[src/rtl/vlcfg_pkg.sv]
`timescale 1ns/1ps
package vlcfg_pkg;
  localparam int VTYPE_W   = 8;
  localparam int MCODE_LSB = 0;
  localparam int WCODE_LSB = 2;
  localparam int RSV_LSB   = 5;
  localparam int SEW_W     = 11;
  localparam int LMUL_W    = 4;

  // element width in bits for a width code
  function automatic int unsigned sew_of(input logic [2:0] w);
    return 32'd8 << w;
  endfunction

  // grouping factor for a grouping code
  function automatic int unsigned lmul_of(input logic [1:0] m);
    return 32'd1 << m;
  endfunction

  // reg_bits * (1<<m) / (8<<w), as shifts
  function automatic int unsigned vlmax_of(input int unsigned reg_bits,
                                           input logic [2:0] w,
                                           input logic [1:0] m);
    return (reg_bits << m) >> (32'(w) + 32'd3);
  endfunction

  function automatic int unsigned ceil_half(input int unsigned a);
    return (a >> 1) + (a & 32'd1);
  endfunction
endpackage

[src/rtl/vlcfg_decode.sv]
`timescale 1ns/1ps
module vlcfg_decode
  import vlcfg_pkg::*;
#(
  parameter int REG_BITS = 128,
  parameter int ELEN_MAX = 64,
  parameter int VLMAX_W  = 8
) (
  input  logic [VTYPE_W-1:0] vtype,
  output logic               legal,
  output logic [SEW_W-1:0]   sew,
  output logic [LMUL_W-1:0]  lmul,
  output logic [VLMAX_W-1:0] vlmax
);
  logic [2:0] wcode;
  logic [1:0] mcode;
  logic       rsv_set;
  logic [7:0] width_ok;

  assign wcode   = vtype[WCODE_LSB +: 3];
  assign mcode   = vtype[MCODE_LSB +: 2];
  assign rsv_set = |vtype[VTYPE_W-1:RSV_LSB];

  // per-code legality against the implementation width limit
  for (genvar i = 0; i < 8; i++) begin : g_wok
    assign width_ok[i] = (sew_of(3'(i)) <= ELEN_MAX);
  end

  always_comb begin
    legal = !rsv_set && width_ok[wcode];
    if (legal) begin
      sew   = SEW_W'(sew_of(wcode));
      lmul  = LMUL_W'(lmul_of(mcode));
      vlmax = VLMAX_W'(vlmax_of(REG_BITS, wcode, mcode));
    end else begin
      sew   = '0;
      lmul  = '0;
      vlmax = '0;
    end
  end
endmodule

[src/rtl/vlcfg_grant.sv]
`timescale 1ns/1ps
module vlcfg_grant
  import vlcfg_pkg::*;
#(
  parameter int AVL_W   = 12,
  parameter int VLMAX_W = 8
) (
  input  logic               legal,
  input  logic [VLMAX_W-1:0] vlmax,
  input  logic [AVL_W-1:0]   avl,
  input  logic               balance,
  input  logic               keep,
  input  logic               clamp_en,
  input  logic [VLMAX_W-1:0] cur_vl,
  output logic [VLMAX_W-1:0] grant,
  output logic               bal_hit
);
  logic [AVL_W-1:0]   max_w;
  logic [AVL_W-1:0]   twice_w;
  logic [VLMAX_W-1:0] plain;
  logic [VLMAX_W-1:0] half;
  logic [VLMAX_W-1:0] base;
  logic [VLMAX_W-1:0] kept;

  always_comb begin
    max_w   = AVL_W'(vlmax);
    twice_w = max_w << 1;
    plain   = (avl < max_w) ? VLMAX_W'(avl) : vlmax;
    bal_hit = balance && (avl > max_w) && (avl <= twice_w);
    half    = VLMAX_W'(ceil_half(32'(avl)));
    base    = bal_hit ? half : plain;
    kept    = (cur_vl < vlmax) ? cur_vl : vlmax;
    if (!legal)                          grant = '0;
    else if (keep)                       grant = kept;
    else if (clamp_en && base > cur_vl)  grant = cur_vl;
    else                                 grant = base;
  end
endmodule

[src/rtl/vlcfg_unit.sv]
`timescale 1ns/1ps
module vlcfg_unit
  import vlcfg_pkg::*;
#(
  parameter int REG_BITS = 128,
  parameter int ELEN_MAX = 64,
  parameter int AVL_W    = 12,
  localparam int VLMAX_W = $clog2(REG_BITS) + 1
) (
  input  logic               clk,
  input  logic               rst_n,
  input  logic               req_valid,
  output logic               req_ready,
  input  logic [AVL_W-1:0]   req_avl,
  input  logic [7:0]         req_vtype,
  input  logic               req_balance,
  input  logic               req_chain,
  input  logic               req_keep,
  input  logic               ff_valid,
  input  logic [VLMAX_W-1:0] ff_index,
  output logic               rsp_valid,
  output logic [VLMAX_W-1:0] rsp_len,
  output logic [10:0]        rsp_sew,
  output logic [3:0]         rsp_lmul,
  output logic [VLMAX_W-1:0] rsp_vlmax,
  output logic [VLMAX_W-1:0] vl_o,
  output logic               illegal_o
);
  logic               req_fire;
  logic               dec_legal;
  logic [SEW_W-1:0]   dec_sew;
  logic [LMUL_W-1:0]  dec_lmul;
  logic [VLMAX_W-1:0] dec_vlmax;
  logic [VLMAX_W-1:0] grant;
  logic               bal_hit;
  logic               clamp_en;
  logic               ff_trim;
  logic [VLMAX_W-1:0] vl_q;
  logic               ill_q;
  logic [7:0]         vt_q;

  assign req_ready = 1'b1;
  assign req_fire  = req_valid && req_ready;
  assign clamp_en  = req_chain && !req_keep && !ill_q && (req_vtype == vt_q);
  assign ff_trim   = ff_valid && !req_fire && (ff_index != '0) && (ff_index < vl_q);

  vlcfg_decode #(
    .REG_BITS(REG_BITS), .ELEN_MAX(ELEN_MAX), .VLMAX_W(VLMAX_W)
  ) i_decode (
    .vtype(req_vtype), .legal(dec_legal), .sew(dec_sew),
    .lmul(dec_lmul), .vlmax(dec_vlmax)
  );

  vlcfg_grant #(
    .AVL_W(AVL_W), .VLMAX_W(VLMAX_W)
  ) i_grant (
    .legal(dec_legal), .vlmax(dec_vlmax), .avl(req_avl),
    .balance(req_balance), .keep(req_keep), .clamp_en(clamp_en),
    .cur_vl(vl_q), .grant(grant), .bal_hit(bal_hit)
  );

  always_ff @(posedge clk) begin
    if (!rst_n) begin
      vl_q      <= '0;
      ill_q     <= 1'b1;
      vt_q      <= '0;
      rsp_valid <= 1'b0;
      rsp_len   <= '0;
      rsp_sew   <= '0;
      rsp_lmul  <= '0;
      rsp_vlmax <= '0;
    end else begin
      rsp_valid <= req_fire;
      if (req_fire) begin
        vl_q      <= grant;
        ill_q     <= !dec_legal;
        vt_q      <= req_vtype;
        rsp_len   <= grant;
        rsp_sew   <= dec_sew;
        rsp_lmul  <= dec_lmul;
        rsp_vlmax <= dec_vlmax;
      end else if (ff_trim) begin
        vl_q <= ff_index;
      end
    end
  end

  assign vl_o      = vl_q;
  assign illegal_o = ill_q;
endmodule

[config.mk]
export PLATFORM = sky130hd
export DESIGN_NAME = vlcfg_unit
export DESIGN_NICKNAME = d
export VERILOG_FILES = /design/src/rtl/vlcfg_pkg.sv /design/src/rtl/vlcfg_decode.sv /design/src/rtl/vlcfg_grant.sv /design/src/rtl/vlcfg_unit.sv
export SDC_FILE = /design/constraint.sdc
export NUM_CORES = 1
export LEC_CHECK = 0
export BUFFER_PORTS_ARGS = -buffer_cell sky130_fd_sc_hd__buf_2
export CORE_UTILIZATION = 55
export DETAILED_ROUTE_END_ITERATION = 7
export HOLD_SLACK_MARGIN = 0.1
export MAX_ROUTING_LAYER = met4
export PLACE_DENSITY = 0.85
export SETUP_SLACK_MARGIN = 0.02
export SYNTH_ARGS = -nofsm -noshare
export SYNTH_HDL_FRONTEND = slang
export SYNTH_SLANG_ARGS = --single-unit
[constraint.sdc]
create_clock -name clk -period 6.4 [get_ports clk]
set_clock_uncertainty 0.2 [all_clocks]
set_input_delay 0.64 -clock clk [delete_from_list [all_inputs] [get_ports clk]]
set_output_delay 0.64 -clock clk [all_outputs]
set_load 0.005 [all_outputs]
==> After elaboration in Yosys (flattened, before gate mapping) <==
Memory sizes are Yosys's and may differ from the RTL's.
Index checks and enable logic that the tools add are counted.
{ "word_totals": {"register_bits": 49, "mem_bits_ro": 8, "inputBits": 35, "out_inout_bits": 42, "wordCells": 53, "mem_count": 1} }
{ "classes": {"n_addsub": 2, "n_lt_le_gt_ge": 7, "n_eq_ne": 1, "shift": 4, "mux": 12, "n_reduce_logical": 18} }
{ "memory_table": {"columns": ["memory", "words", "width", "read_ports", "rd_ports_with_merged_regs", "write_ports", "line", "text"], "rows": [
  ["(name not given)", 8, 1, 1, 0, 0, "vlcfg_decode.sv:30", "legal = !rsv_set && width_ok[wcode];"]
]} }
{ "ops": {"columns": ["op", "n"], "rows": [
  ["8-bit two-way mux", 9],
  ["8-bit by 2-bit left shift with 32-bit output, first input constant", 1],
  ["32-bit by 32-bit >> shifter with 8-bit output", 1],
  ["8-bit less-than comparator", 2],
  ["12-bit by 8-bit greater-than comparator with 1-bit output", 1],
  ["12-bit by 9-bit <= comparator with 1-bit output", 1],
  ["12-bit by 8-bit less-than comparator with 1-bit output", 1],
  ["11-bit two-way mux", 1],
  ["4-bit by 3-bit left shift with 11-bit output, first input constant", 1],
  ["1-bit logical AND", 10],
  ["8-bit by 1-bit adder with 8-bit output", 1],
  ["8-bit equality test", 1],
  ["8-bit greater-than comparator", 1],
  ["8-bit nonzero test", 1],
  ["1-bit zero test", 5],
  ["3-bit by 2-bit adder with 4-bit output, second input constant", 1],
  ["3-bit by 4-bit less-than comparator with 1-bit output, second input constant", 1],
  ["4-bit two-way mux", 1],
  ["1-bit by 2-bit left shift with 4-bit output, first input constant", 1],
  ["3-bit OR reduction", 1],
  ["2-bit nonzero test", 1],
  ["1-bit two-way mux", 1]
]} }

==> Longest topological paths before layout <==
Gate-level depths: netlist of the first run.
{ "depth": {"word_depth": 14, "ltp_mapped": 21, "depth_no_buf": 18} }

==> Cells and area by module <==
A second synthesis of the first run with hierarchy kept.
{ "hier_totals": {"hier_cells": 473, "hier_area_um2": 4132.7} }
{ "modules_own_cells": {"columns": ["mod", "n_inst", "cells_each", "area_each_um2", "seq_area_each_um2"], "rows": [
  ["vlcfg_unit", 1, 219, 2199.6, 980.9],
  ["vlcfg_grant", 1, 212, 1631.6, 0.0],
  ["vlcfg_decode", 1, 42, 301.5, 0.0]
]} }

==> Least setup slack after synthesis of the first run <==
OpenSTA, ideal clock, no wires.
{ "synth_timing": {"path_type": "input -> register", "start": "input port req_vtype[4]", "end": "register vl_q[0] (netlist: vl_o[0])", "setup_time_ns": 0.120, "arrival_time_ns": 4.531, "t_required_ns": 6.080, "setup_slack_ns": 1.550, "cell_stages": 19, "path_buffers": 2, "path_cell_list": "nor4_4 -> buf_2 -> and3_1 -> inv_1 -> ha_1 -> a211oi_2 -> nor2_1 -> o41a_4 -> or3_1 -> a21oi_1 -> a21oi_1 -> ha_1 -> o211ai_1 -> a21o_1 -> a2111oi_4 -> or2_1 -> buf_4 -> nor3_1 -> o31a_1"} }
{ "synth_between": {"elab_chain_cells": 14, "elab_cells_between_ends": 23, "classes_between": "add/sub: 1; order compare: 5; eq/ne: 1; shift: 1; mux: 9; reduce/logical: 5; memory: 1"} }
{ "synth_lines": {"columns": ["element", "line", "text"], "rows": [
  ["start, declared", "vlcfg_unit.sv:15", "input logic [7:0] req_vtype,"],
  ["branches (longest 12 deep; another with 12-bit by 8-bit greater-than comparator with 1-bit output)", null, null],
  ["8-bit two-way mux (*)", "vlcfg_grant.sv:33", "if (!legal) grant = '0;"],
  ["8-bit two-way mux (*)", "vlcfg_unit.sv:74", "if (req_fire) begin"],
  ["end signal, assigned", "vlcfg_unit.sv:75", "vl_q <= grant;"],
  ["end signal, assigned", "vlcfg_unit.sv:83", "vl_q <= ff_index;"],
  ["end, declared", "vlcfg_unit.sv:38", "logic [VLMAX_W-1:0] vl_q;"]
]} }
Mark *: on every way between the ends. The select of a mux whose other input is x is not followed.
A chain may end at the register's enable or synchronous reset.

==> Worst setup path after layout of the first run <==
Same ends and word-level chain as after synthesis.

==> results of run 1 <==
[per-layer routing]
layer	wire (um)	part of all wire, %	global-route usage (%)	up-vias
met4	210	2.4	10.0	0
met5	0	0	-	-
met2	4230	47	47.5	141
met1	3850	43	35.9	1534
met3	626	7.0	5.22	26
li1	-	-	-	1584
[synthesized netlist by cell type, drive strengths merged (5+ instances only)]
library cell	number	area (um2)
nand3	16	80.1
inv	19	71.3
xnor2	9	78.8
o31ai	6	60.1
buf	12	77.6
dfxtp	46	921
a21oi	22	114
a31oi	7	43.8
a21o	7	52.6
nand2	25	93.8
and3	6	42.5
nand4	8	50.1
ha	40	500
o211ai	7	57.6
clkbuf	8	30.0
a21boi	12	90.1
o21ai	10	50.0
xor2	5	43.8
nor3	13	70.1
nand2b	19	119
and2	10	62.6
mux2i	18	180
nor2	10	37.5
nor2b	21	131
[critical path, cell delays in order]
cell	delay, ps
buf_2	130
nor4_4	420
and2b_1	260
and3_1	250
inv_1	120
ha_1	300
o21a_1	190
o21a_1	220
o41a_4	410
or3_1	350
a21oi_1	200
a21oi_1	70
ha_1	320
o211ai_1	110
a21o_1	200
a2111oi_4	350
or2_1	320
nor3_1	100
o31a_1	300
[state kept, by name, summed over array words and instances (netlist names)]
| name | flops |
|---|---|
| vl_o | 8 |
| rsp_sew | 8 |
| rsp_vlmax | 8 |
| rsp_lmul | 4 |
| rsp_len | 8 |
| vt_q | 8 |
| illegal_o | 1 |
| rsp_valid | 1 |
[power breakdown]
group | leakage [nW] | total, mW | internal [mW] | switching (mW)
Clock | 0.0452 | 0.178 | 0.0772 | 0.100
Sequential | 0.373 | 0.300 | 0.293 | 0.00708
Combinational | 1.28 | 0.142 | 0.0595 | 0.0825
[cells in the final DEF, fill, tap and decap left out, types with 2 or more instances in the layout]
master     n
o21a_1     3
nor2_1    10
a31oi_1    7
o22ai_1    2
o21ai_1    3
a21oi_1   21
nor3_1    12
xnor2_1    9
xor2_1     5
a21boi_0   9
and2_1    10
dfxtp_1   46
clkbuf_8   5
o31ai_1    3
o31ai_2    3
a31o_2     2
nor2b_1   21
a21o_1     7
nand4b_1   3
conb_1     5
ha_1      40
nor4_1     2
inv_1     19
nand3_1   16
buf_2     72
or3_1      2
a21boi_1   3
nand2b_1  19
and3_1     5
nand3b_1   3
mux2i_1   18
o221ai_1   4
nand4_1    8
a211oi_1   2
o21ai_0    7
o211ai_1   6
o31a_1     2
nand2_1   25
and4_1     2
[cells by family after synthesis]
group,count (synthesis)
other,2
xor gates and xnor gates,14
AOI/OAI and AO/OA,95
muxes,19
DFF,46
adders and majority gates,40
and+or+nand+nor,147
buffers and inverters,39
[per-stage QoR]
step / area (um2) / instances / worst slack (ps) / hold WS [ps] / power [mW]
after floorplan: 3500 / 405 / 1550 / 235 / 0.402
after global placement: 3850 / 533 / 969 / 221 / 0.441
after detailed placement: 3850 / 533 / 853 / 229 / 0.445
after CTS: 3940 / 541 / 1170 / 242 / 0.619
after global routing: 3940 / 541 / 828 / 267 / 0.650
final: 3940 / 541 / 1130 / 237 / 0.619
[area by class of cell]
cell class,count,area [um2]
Multi-Input combinational cell,320,2400
Fill cell,530,2080
Sequential cell,46,921
Clock inverter,2,13.8
Inverter,19,71.3
Tap cell,75,93.8
Clock buffer,6,72.6
Timing Repair Buffer,73,368
[final timing paths]
check,endpoint,cells past startpoint
setup / recovery,vl_o[0],19
hold / removal,rsp_len[4],2
setup reg to reg,vl_o[0],9
hold reg to reg,rsp_len[4],2
==> flow_metrics.py, run 1 <==
metrics = {
    "timing": {
        "slew_violations": 0,
        "hold_violations": 0,
        "timing.fmax_mhz": 190,
        "setup_violations": 0,
        "finalCritPeriodShare_pct": 82.3,
        "relSlewSlack_pct": 38.9,
        "finalSetupTns_ps": 0,
        "finalCriticalPeriod_ps": 5270,
        "worst_pin_slew_ps": 916,
        "rsz0062_at_grt": "false",
    },
    "synth": {
        "synth-compound-area-share_pct": 20.7,
        "ys.flop_type": "dfxtp_1",
        "ys_seq_elements": 46,
        "synth-edff-count": 0,
        "synth_mux_area_share_pct": 5.49,
        "synth_top_family_by_area": "simple AND/OR/NAND/NOR gates",
        "yosysWarnings": 0,
        "ys_async_sr_fraction_pct": 0,
        "syn-cell-area_mm2": 0.00349,
        "synth_xor_area_share_pct": 3.51,
        "synth_fa_ha_area_share_pct": 14.3,
        "synth_cell_type_count": 63,
        "synth-seq-area-share_pct": 26.4,
        "synthCells": 402,
        "syn_avg_cell_area_um2": 8.68,
        "synth_simple_gate_area_share_pct": 24.2,
    },
    "clock_network": {
        "clk-insertion-delay-late_ps": 300,
        "cts_htree_levels": 2,
        "path_clk_slew_ps": 90,
        "cts_hold_buf": 0,
        "ctsRootBufferMaster": "clkbuf_8",
        "cts_tree": "done",
        "cts_buffers": 5,
        "cts_buffer_depth": 2,
        "clock_sinks": 46,
        "cts_resized": 0,
        "cts_setup_buffers": 0,
    },
    "route": {
        "via_per_inst": 6.07,
        "drt-pass1-iter-count": 7,
        "avgRoutedWirePerCell_um": 16.5,
        "ant_nets": 0,
        "vias": 3285,
        "initialDrtViolationCount": 208,
        "drc": 0,
        "wirelength_mm": 8.91,
    },
    "floorplanning": {
        "io_pins": 77,
        "start_util_pct": 57.9,
        "die_w_um": 81.7,
        "die_h_um": 81.7,
        "fp.coreArea_mm2": 0.00603,
        "rows": 28,
        "dieArea_mm2": 0.00667,
    },
    "outcome": {
        "status": "finished, final reports clean",
    },
    "worst_setup_path": {
        "startpoint_type": "input pin",
        "path_class": "input pin to register",
        "cp_max_fo": 8,
        "end_kind": "register",
        "worstPathRequired_ps": 6400,
        "worstReg2RegStart": "vl_o[1]",
        "cp-startpoint": "req_vtype[4]",
        "cp.arrival_ps": 5270,
        "regToRegSetupSlack_ps": 3720,
    },
    "power_and_ir_drop": {
        "ir_worst_vdd_mv": 0.120,
        "power.density_mw_per_mm2": 157,
        "p_leak_nw": 1.70,
    },
    "global_routing": {
        "grt_use_total_pct": 29.0,
        "antenna_found_initial": 0,
        "grt_first_pass_wirelength_mm": 14.3,
        "grt_pass1_vias": 3027,
        "grt.overflow.total": 0,
        "grt_max_degree": 49,
    },
    "placed_design": {
        "routabilityCongestion": 0.909,
        "dp_hpwl_mm": 6.94,
        "numPortBuffers": 72,
    },
    "hold_path": {
        "min_from": "rsp_len[4]",
        "hold_path.class": "register to register",
    },
    "finish": {
        "fin_nets": 540,
        "syn_to_final_growth_pct": 12.9,
        "final_util_pct": 65.4,
        "layout-drive-gt1-share_pct": 20.6,
        "diodes": 0,
    },
    "job": {
        "drv_cap": 0,
    },
}
No activity file was read; power rests on OpenSTA's default activity.
==> inputs of run 2 (changes only) <==
ABC_AREA = 1   (was not set)
CORE_UTILIZATION = 56   (was 55)
PLACE_DENSITY = 0.86   (was 0.85)
clock period = 5 ns   (was 6.4 ns; I/O delays follow)
==> run 2 against run 1 <==
- cell area up 4.3%
- non-clock buffer count up 3
- register-to-register slack worse by 1300 ps
- global-route usage up 1.6 points
- via count up 14%
- sequential share of layout area down 0.95 points
- die area up 1.6%
- total power up 42%
- wire length up 9.3%
- setup slack worse by 510 ps
- sequential power up 28%
- first-iteration DRC count up 20%
- critical path type unchanged
- critical endpoint is now rsp_len[6]
==> flow_metrics.py, run 2 <==
metrics = {
    "floorplanning": {
        "io_pins": 77,
        "dieArea_mm2": 0.00677,
        "rows": 28,
        "fp.coreArea_mm2": 0.00606,
        "die_w_um": 82.3,
        "die_h_um": 82.3,
        "start_util_pct": 59.6,
    },
    "route": {
        "via_per_inst": 5.49,
        "wl_met2_mm": 4.58,
        "wl_met1_mm": 4.40,
        "drt-pass1-iter-count": 5,
        "top_layer": "met4",
        "ant_nets": 0,
        "wirelength_mm": 9.74,
        "vias": 3757,
        "initialDrtViolationCount": 249,
        "avgRoutedWirePerCell_um": 14.2,
        "wl_met3_um": 677,
        "drc": 0,
    },
    "placed_design": {
        "numPortBuffers": 72,
        "place_inst": 676,
        "dp_hpwl_mm": 7.72,
        "routabilityCongestion": 0.941,
        "pre_cts_slack_ps": 371,
        "placed_area_mm2": 0.00399,
    },
    "finish": {
        "diodes": 0,
        "layout-drive-gt1-share_pct": 18.6,
        "stdcell_count": 684,
        "multi_input_area_mm2": 0.00234,
        "fin_nets": 683,
        "post-route-cell-area_mm2": 0.00411,
        "syn_to_final_growth_pct": 13.8,
        "regArea_um2": 921,
        "final_util_pct": 67.8,
        "layout_common_cells": "162 x nand2_1, 72 x buf_2, 66 x inv_1",
        "fillers": 552,
        "final_common_cell": "nand2_1",
    },
    "synth": {
        "synthCells": 539,
        "synth-edff-count": 0,
        "syn_avg_cell_area_um2": 6.70,
        "post-synth-top-count-cell": "nand2_1",
        "ys_top_cells_by_count": "162 x nand2_1, 66 x inv_1, 51 x nand3_1",
        "synth_cell_type_count": 38,
        "ys.flop_type": "dfxtp_1",
        "ys_top_cells_by_area": "dfxtp_1 26%, nand2_1 17%, ha_1 14%, nand3_1 7.1%, inv_1 6.9%",
        "synth-seq-area-share_pct": 25.5,
        "ys_async_sr_fraction_pct": 0,
        "syn-cell-area_mm2": 0.00361,
        "yosysTopAreaCell": "dfxtp_1",
        "yosys.area.top_type_share_pct": 25.5,
        "ys_seq_elements": 46,
        "yosysWarnings": 0,
    },
    "timing": {
        "relSlewSlack_pct": 58.7,
        "timing.fmax_mhz": 229,
        "finalCritPeriodShare_pct": 87.5,
        "slew_violations": 0,
        "setup_ws_ps": 625,
        "finalSetupTns_ps": 0,
        "hold_violations": 0,
        "holdWs_ps": 229,
        "rsz0062_at_grt": "false",
        "worst_pin_slew_ps": 617,
        "setup_violations": 0,
        "finalCriticalPeriod_ps": 4380,
    },
    "worst_setup_path": {
        "cp.arrival_ps": 4360,
        "regToRegSetupSlack_ps": 2430,
        "cpMostUsedCell": "nand2_1",
        "cp_max_fo": 10,
        "startpoint_type": "input pin",
        "end_kind": "register",
        "worstPathRequired_ps": 4990,
        "cp_slowest_cell": "ha_1",
        "r2r-end": "vl_o[5]",
        "path_class": "input pin to register",
        "worstReg2RegStart": "vl_o[3]",
        "max_stage_delay_ps": 400,
        "rr_worst_depth": 8,
    },
    "clock_network": {
        "cts_buffer_depth": 2,
        "cts_resized": 0,
        "clock_sinks": 46,
        "cts_buffers": 5,
        "cts_htree_levels": 2,
        "ctsRootBufferMaster": "clkbuf_8",
        "clk-insertion-delay-late_ps": 310,
        "cts_tree": "done",
        "path_clk_slew_ps": 100,
        "cts_hold_buf": 0,
        "cts_setup_buffers": 0,
    },
    "power_and_ir_drop": {
        "p_leak_nw": 2.13,
        "ir_worst_vdd_mv": 0.230,
        "power.density_mw_per_mm2": 215,
        "p_total_mw": 0.882,
    },
    "outcome": {
        "status": "finished, final reports clean",
    },
    "global_routing": {
        "grt_max_degree": 25,
        "grt.overflow.total": 0,
        "grt_pass1_vias": 3212,
        "grt_first_pass_wirelength_mm": 15.4,
        "antenna_found_initial": 0,
        "grt_use_total_pct": 30.6,
    },
    "hold_path": {
        "min_from": "rsp_sew[8]",
        "min_to": "rsp_sew[8]",
        "hold_path.class": "register to register",
        "hold_depth": 2,
    },
    "job": {
        "drv_cap": 0,
    },
}
run 2: cell type report:
cell class                      instances  area share [%]
Clock buffer                            5            1.67
Sequential cell                        46            22.4
Multi-Input combinational cell        412            56.9
Timing Repair Buffer                   76            9.50
Clock inverter                          3            1.16
Tap cell                               75            2.28
Inverter                               67            6.12
run 2: logic make-up after synthesis:
group,share of synthesized area [%]
DFF,25.5
other,0.208
buffers and inverters,10.1
and+or+nand+nor,35.0
xor gates and xnor gates,1.21
adders and majority gates,13.9
AOI/OAI and AO/OA,14.1
run 2: worst max path at each step:
stage	from	endpoint	slack, ps	cells after the start
finish	req_vtype[5]	rsp_len[6]	620	25
global placement	req_vtype[4]	vl_o[1]	440	25
detailed placement	req_vtype[5]	rsp_len[6]	370	25
global route	req_vtype[4]	rsp_len[6]	250	26
CTS	req_vtype[5]	vl_o[1]	650	24
floorplan	req_vtype[4]	vl_o[1]	1150	25
run 2: where the power goes:
part	leakage [nW]	total [mW]	internal [mW]	switching, mW
registers	0.374	0.385	0.376	0.00934
clock network	0.0591	0.296	0.153	0.143
logic	1.70	0.201	0.0699	0.131
run 2: critical path, delay by kind of cell:
family / cells / cell delay, ps
fa+ha+maj: 2 / 680
buf+inv: 3 / 370
compound gates: 2 / 330
simple gates: 18 / 2450
run 2: metal layers:
metal,track usage (%),vias to the layer above
li1,-,1896
met1,39.9,1692
met2,51.0,161
met3,3.96,8
met4,5.44,0
met5,-,-
==> inputs of run 3 (changes only) <==
ABC_AREA = 0   (was 1)
ABC_CLOCK_PERIOD_IN_PS = 5000   (was not set)
CORE_UTILIZATION = 55   (was 56)
PLACE_DENSITY = 0.85   (was 0.86)
==> run 3 against run 2 <==
- sequential power is essentially flat
- cell area grew 2.0%
- critical path depth shrank 5
- count of clock-buffer cells in the layout is the same
- clock power shrank 22%
- via count shrank 11%
- largest cell class unchanged
- largest power group unchanged
==> flow_metrics.py, run 3 (synthesized netlist as in run 1, its figures left out) <==
metrics = {
    "timing": {
        "worst_pin_slew_ps": 900,
        "rsz0062_at_grt": "false",
        "finalSetupTns_ps": 0,
        "finalCritPeriodShare_pct": 95.0,
        "setup_violations": 0,
        "finalCriticalPeriod_ps": 4750,
        "holdWs_ps": 246,
        "hold_violations": 0,
        "timing.fmax_mhz": 210,
        "relSlewSlack_pct": 40.0,
        "slew_violations": 0,
    },
    "worst_setup_path": {
        "regToRegSetupSlack_ps": 2330,
        "cp.arrival_ps": 4750,
        "cp_max_fo": 8,
        "worstPathRequired_ps": 5000,
        "startpoint_type": "input pin",
        "path_class": "input pin to register",
        "end_kind": "register",
    },
    "floorplanning": {
        "die_h_um": 81.7,
        "die_w_um": 81.7,
        "fp.coreArea_mm2": 0.00603,
        "start_util_pct": 57.9,
        "rows": 28,
        "dieArea_mm2": 0.00667,
        "io_pins": 77,
    },
    "global_routing": {
        "grt_use_total_pct": 30.3,
        "grt_first_pass_wirelength_mm": 14.9,
        "grt.overflow.total": 0,
        "grt_pass1_vias": 3053,
        "grt_max_degree": 49,
        "antenna_found_initial": 0,
    },
    "route": {
        "vias": 3361,
        "via_per_inst": 5.87,
        "initialDrtViolationCount": 177,
        "wirelength_mm": 9.46,
        "avgRoutedWirePerCell_um": 16.5,
        "drt-pass1-iter-count": 5,
        "ant_nets": 0,
        "drc": 0,
    },
    "clock_network": {
        "clock_sinks": 46,
        "cts_tree": "done",
        "path_clk_slew_ps": 90,
        "cts_buffers": 5,
        "clk-insertion-delay-late_ps": 300,
        "cts_setup_buffers": 0,
        "cts_resized": 0,
        "cts_htree_levels": 2,
        "cts_hold_buf": 0,
        "ctsRootBufferMaster": "clkbuf_8",
        "cts_buffer_depth": 2,
    },
    "hold_path": {
        "hold_path.class": "register to register",
    },
    "power_and_ir_drop": {
        "swShare_pct": 31.0,
        "p_switching_mw": 0.251,
        "ir_worst_vdd_mv": 0.148,
        "p_total_mw": 0.808,
        "comb_power_share_pct": 23.9,
        "power.density_mw_per_mm2": 193,
        "p_leak_nw": 1.86,
        "p_int_mw": 0.557,
        "power_frac_seq_pct": 47.4,
        "power.clock.fraction_pct": 28.6,
    },
    "finish": {
        "stdcell_count": 573,
        "diodes": 0,
        "final_common_cell": "buf_2",
        "post-route-cell-area_mm2": 0.00419,
        "fillers": 518,
        "layout_common_cells": "72 x buf_2, 46 x dfxtp_1, 40 x ha_1",
        "fin_nets": 572,
        "syn_to_final_growth_pct": 20.1,
        "layout-drive-gt1-share_pct": 26.1,
    },
    "placed_design": {
        "place_inst": 565,
        "routabilityCongestion": 0.982,
        "dp_hpwl_mm": 7.55,
        "numPortBuffers": 72,
        "placed_area_mm2": 0.00410,
    },
    "outcome": {
        "status": "finished, final reports clean",
    },
    "job": {
        "drv_cap": 0,
    },
}
[run 3: worst paths after layout]
path | cells past startpoint | from | endpoint
worst max-delay path | 20 | req_vtype[4] | vl_o[0]
worst min-delay path | 2 | rsp_len[4] | rsp_len[4]
worst max register to register | 9 | vl_o[1] | vl_o[0]
worst min register to register | 2 | rsp_len[4] | rsp_len[4]
[run 3: layout make-up]
| cell class | instances | area, um2 | area share [%] |
|---|---|---|---|
| clock inverter | 3 | 21.3 | 0.508 |
| timing repair buffer | 105 | 608 | 14.5 |
| clock buffer | 5 | 68.8 | 1.64 |
| multi-input combinational | 320 | 2410 | 57.4 |
| tap | 75 | 93.8 | 2.24 |
| inverter | 19 | 71.3 | 1.70 |
| sequential | 46 | 921 | 22.0 |
[run 3: worst max-delay path: stages]
cell	delay (ps)
buf_2	120
nor4_4	320
and2b_1	190
and3_1	180
inv_1	60
ha_1	280
o21a_1	180
o21a_1	210
o41a_4	360
buf_4	170
o21ai_0	150
a31oi_1	150
ha_1	330
nor2b_1	160
o211ai_1	110
a21o_1	190
a2111oi_4	310
or2_1	340
nor3_1	120
o31a_1	300
[run 3: metrics by stage]
| stage | utilization [%] | setup slack (ps) |
|---|---|---|
| 4_1_cts | 69.5 | 244 |
| 5_1_grt | 69.5 | 55.3 |
| 3_3_place_gp | 68.0 | -16.3 |
| 2_1_floorplan | - | 290 |
| 3_5_place_dp | 68.0 | -70.7 |
| 6_report | 69.5 | 249 |
[run 3: metal layers]
metal	vias to the layer above	track usage [%]	share of wire [%]
met4	0	8.25	1.6
met1	1597	40.5	48
met5	-	-	0
met2	97	48.3	46
met3	20	3.78	3.9
li1	1647	-	-
[run 3: power by group through the flow]
stage / clock network [mW] / logic [mW] / registers (mW)
2_1_floorplan: 0 / 0.125 / 0.390
5_1_grt: 0.247 / 0.212 / 0.384
4_1_cts: 0.237 / 0.191 / 0.383
3_5_place_dp: 0 / 0.189 / 0.392
3_3_place_gp: 0 / 0.186 / 0.391
6_report: 0.231 / 0.193 / 0.383
